### src/rtl/order_detect_pkg.sv
`timescale 1ns/1ps
package order_detect_pkg;
  // Leader state: LEAD_B doubles as the reset state
  typedef enum logic {
    LEAD_B = 1'b0,
    LEAD_A = 1'b1
  } lead_e;

  localparam int unsigned PAIR_W = 2;
  // pair bit 1 is in_a, bit 0 is in_b
  localparam logic [PAIR_W-1:0] PAIR_NONE   = 2'b00;
  localparam logic [PAIR_W-1:0] PAIR_ONLY_B = 2'b01;
  localparam logic [PAIR_W-1:0] PAIR_ONLY_A = 2'b10;
  localparam logic [PAIR_W-1:0] PAIR_BOTH   = 2'b11;

  function automatic logic [PAIR_W-1:0] report(lead_e st, logic [PAIR_W-1:0] p);
    if (p != PAIR_BOTH) return PAIR_NONE;
    return (st == LEAD_A) ? PAIR_ONLY_A : PAIR_ONLY_B;
  endfunction
endpackage

### src/rtl/level_sync.sv
`timescale 1ns/1ps
module level_sync #(
  parameter int unsigned STAGES = 2
) (
  input  logic clk,
  input  logic rst,
  input  logic d,
  output logic q
);
  localparam int unsigned TOP = STAGES - 1;

  logic [TOP:0] chain;

  generate
    if (STAGES == 1) begin : g_one
      always_ff @(posedge clk) begin
        if (rst) chain <= '0;
        else     chain <= d;
      end
    end else begin : g_many
      always_ff @(posedge clk) begin
        if (rst) chain <= '0;
        else     chain <= {chain[TOP-1:0], d};
      end
    end
  endgenerate

  assign q = chain[TOP];
endmodule

### src/rtl/order_fsm.sv
`timescale 1ns/1ps
module order_fsm
  import order_detect_pkg::*;
(
  input  logic              clk,
  input  logic              rst,
  input  logic [PAIR_W-1:0] pair,
  output logic [PAIR_W-1:0] rep
);
  lead_e st_q, st_d;
  logic [PAIR_W-1:0] rep_q;

  always_comb begin
    st_d = st_q;
    unique case (st_q)
      LEAD_B: if (pair == PAIR_ONLY_A) st_d = LEAD_A;
      LEAD_A: if (!pair[1])            st_d = LEAD_B;
      default:                         st_d = LEAD_B;
    endcase
  end

  always_ff @(posedge clk) begin
    if (rst) begin
      st_q  <= LEAD_B;
      rep_q <= PAIR_NONE;
    end else begin
      st_q  <= st_d;
      rep_q <= report(st_q, pair);
    end
  end

  assign rep = rep_q;
endmodule

### src/rtl/order_detect.sv
`timescale 1ns/1ps
module order_detect
  import order_detect_pkg::*;
#(
  parameter int unsigned SYNC_STAGES = 2
) (
  input  logic clk,
  input  logic rst,
  input  logic in_a,
  input  logic in_b,
  output logic first_a,
  output logic first_b
);
  logic [PAIR_W-1:0] raw;
  logic [PAIR_W-1:0] pair_s;
  logic [PAIR_W-1:0] rep;

  assign raw = {in_a, in_b};

  generate
    for (genvar i = 0; i < PAIR_W; i++) begin : g_sync
      level_sync #(.STAGES(SYNC_STAGES)) u_sync (
        .clk(clk),
        .rst(rst),
        .d  (raw[i]),
        .q  (pair_s[i])
      );
    end
  endgenerate

  order_fsm u_fsm (
    .clk (clk),
    .rst (rst),
    .pair(pair_s),
    .rep (rep)
  );

  assign first_a = rep[1];
  assign first_b = rep[0];
endmodule

### config.mk
export PLATFORM = sky130hd
export DESIGN_NAME = order_detect
export DESIGN_NICKNAME = d
export VERILOG_FILES = /design/src/rtl/order_detect_pkg.sv /design/src/rtl/level_sync.sv /design/src/rtl/order_fsm.sv /design/src/rtl/order_detect.sv
export SDC_FILE = /design/constraint.sdc
export NUM_CORES = 1
export LEC_CHECK = 0
export BUFFER_PORTS_ARGS = -buffer_cell sky130_fd_sc_hd__buf_2
export CAP_MARGIN = 15
export CORE_AREA = 2 2 39 41
export DETAILED_ROUTE_END_ITERATION = 8
export DIE_AREA = 0 0 41 43
export SLEW_MARGIN = 10
export SYNTH_ARGS = -nofsm -noshare
export SYNTH_HDL_FRONTEND = slang
export SYNTH_SLANG_ARGS = --single-unit
### constraint.sdc
create_clock -name clk -period 0.8 [get_ports clk]
set_input_delay 0.16 -clock clk [delete_from_list [all_inputs] [get_ports clk]]
set_output_delay 0.16 -clock clk [all_outputs]
set_load 0.05 [all_outputs]
==> impl_metrics.yaml <==
status:
  status: "finished with violations"
  violations: "setup timing"
yosys:
  yosysWarnings: 0
  synthTopCellsByArea: "dfxtp_1 (66%), and2b_1 (14%), nor2b_4 (6.5%)"
  synth_top_area_share_pct: 65.88
  ys_seq_area_share_pct: 65.88
  synth_top_area_cell: "dfxtp_1"
  synth_seq_cells: 7
  syn_area_um2: 212.7
  synth_edf_count: 0
  synthFlopType: "dfxtp_1"
  synth_common_cells: "dfxtp_1 (7), and2b_1 (4)"
  yosys.cell_types.count: 6
  avgSynthCellArea_um2: 14.18
  synthesis.nets: 19
  synth_most_common_cell: "dfxtp_1"
  ys_async_sr_fraction_pct: 0
  synth_cells: 15
die:
  chipHeight_um: 43
  die_w_um: 41
  num_rows: 14
  ios: 6
  initial_utilization_pct: 15.37
  core_um2: 1384
  die-area_um2: 1763
cts:
  path_clk_slew_ns: 0.05
  clock_path_buffers: 2
  cts_tree: "yes"
  root_buffer: "clkbuf_4"
  numCtsBuffers: 3
  cts_sinks: 7
  cts_setup_buffers: 0
  clock_latency_ns: 0.25
  htreeDepth: 1
timing:
  period_share_pct: 108.4
  finClkSkew_ns: 0.003437
  layout_setup_ws_ns: -0.06754
  slew_headroom_pct: 89.89
  hold_violations: 0
  fin_crit_ns: 0.8675
  tightest_slew_ns: 0.1514
  drv_slew: 0
  grt_setup_unrepaired: "yes"
  fmax_mhz: 1153
  setup_viol: 2
critical_path:
  crit_family: "flip-flops"
  critPathMaxFanout: 1
  arrival_ns: 0.71
  worstPathRequired_ns: 0.64
  cp.buffers_inverters: 1
  critPathKind: "flop to output pin"
  slowest_delay_ns: 0.32
  crit_chain: "buf_8"
  crit_path_end_kind: "output pin"
  crit_path_top_delay_cell: "dfxtp_2"
  cp-start-kind: "flop"
  r2r_setup_slack_ns: 0.09
global_route:
  overflow: 0
  grt_usage_pct: 5.449
  grt_pass1_wl_um: 510
  grt_pass1_vias: 124
  grt_max_degree: 8
  antenna_found_initial: 0
final_layout:
  area_delta_synth_final_pct: 44.12
  nNetsFinal: 29
  num-fill-cells: 138
  fin_area_um2: 306.5
  multiInputGateArea_um2: 72.57
  layout-drive-gt1-share_pct: 54.17
  regArea_um2: 142.6
  antenna_cells: 0
route:
  drcViolationCount: 0
  routed_wl_um: 243
  drt_pass1_iterations: 2
  num_vias: 123
  drtIter0Drc: 5
  ant_nets: 0
  wl_per_cell_um: 6.075
  via_per_inst: 3.075
placement:
  pre_cts_ws_ns: 0.09380
  place_area_um2: 257.7
  io_buffers: 5
  globalplace.congestion: 0.5601
worst_hold_path:
  hold_class: "input port to flop"
pwr:
  leakage_uw: 0.0001408
  ir_worst_vdd_mv: 0.9242
  power_density_nw_per_um2: 2284
run:
  cap_violations: 0
## flip-flops by register name, indices dropped and copies added, names as in the netlist
signal and cells:
g_sync.u_sync.chain 4, u_fsm.rep 2, u_fsm.st_q 1
## final cells by class
type	count	share of cell area [%]
timing repair buffer	5	14.69
tap	16	6.531
clock buffer	4	8.571
multi-input combinational	8	23.67
sequential	7	46.53
## routing by layer
layer  GRT usage (%)  wire (um)
met1           5.556        141
met5               0          0
met4           4.000          0
met3           9.424         26
met2           4.063         75
## placed cells by master (no fill, tap or decap)
cell      netlist  routed
and2b_1         4       4
dfxtp_2         0       2
clkbuf_4        0       3
buf_8           0       2
buf_2           0       3
nor2b_4         1       1
and4b_2         1       1
dfxtp_1         7       5
nor3b_1         1       1
clkbuf_1        0       1
and3b_2         1       1
## logic make-up after synthesis
kind of cell  after synthesis  share of synthesized area [%]
flops                       7                          65.88
simple gates                8                          34.12
## timing repair
| item | 4_1_cts | 5_1_grt |
|---|---|---|
| endpoints found under the hold margin | 0 | 0 |
| hold buffers | 0 | 0 |
| endpoints found under the setup margin | 2 | 2 |
| resized for setup | 6 | 2 |
## worst paths after layout
| check | start | endpoint | cells after the start |
|---|---|---|---|
| worst min-delay path | in_b | g_sync[0].u_sync.chain[0] | 2 |
| worst max register to register | g_sync[0].u_sync.chain[1] | u_fsm.rep[0] | 2 |
| worst min register to register | g_sync[0].u_sync.chain[0] | g_sync[0].u_sync.chain[1] | 1 |
| worst max-delay path | u_fsm.rep[0] | first_b | 1 |
## through the flow
stage                     cells  power, uW  hold slack (ns)  utilization [%]  TNS, ns
final                        40      700.1           0.1183            22.15  -0.1350
after global routing         40      754.5           0.1128            22.15  -0.2138
after CTS                    40      718.8           0.1100            21.61  -0.1664
after detailed placement     36      396.2           0.3694            18.63        0
after global placement       36      395.5           0.3642            18.63        0
after floorplan              15      385.0           0.2361                -        0
## power breakdown
part / switching, uW / total (uW) / internal, uW
Combinational: 8.31 / 25.3 / 17.0
Clock: 121 / 310 / 190
Sequential: 4.06 / 364 / 360
Note: power is estimated with default switching activity, not from simulation.
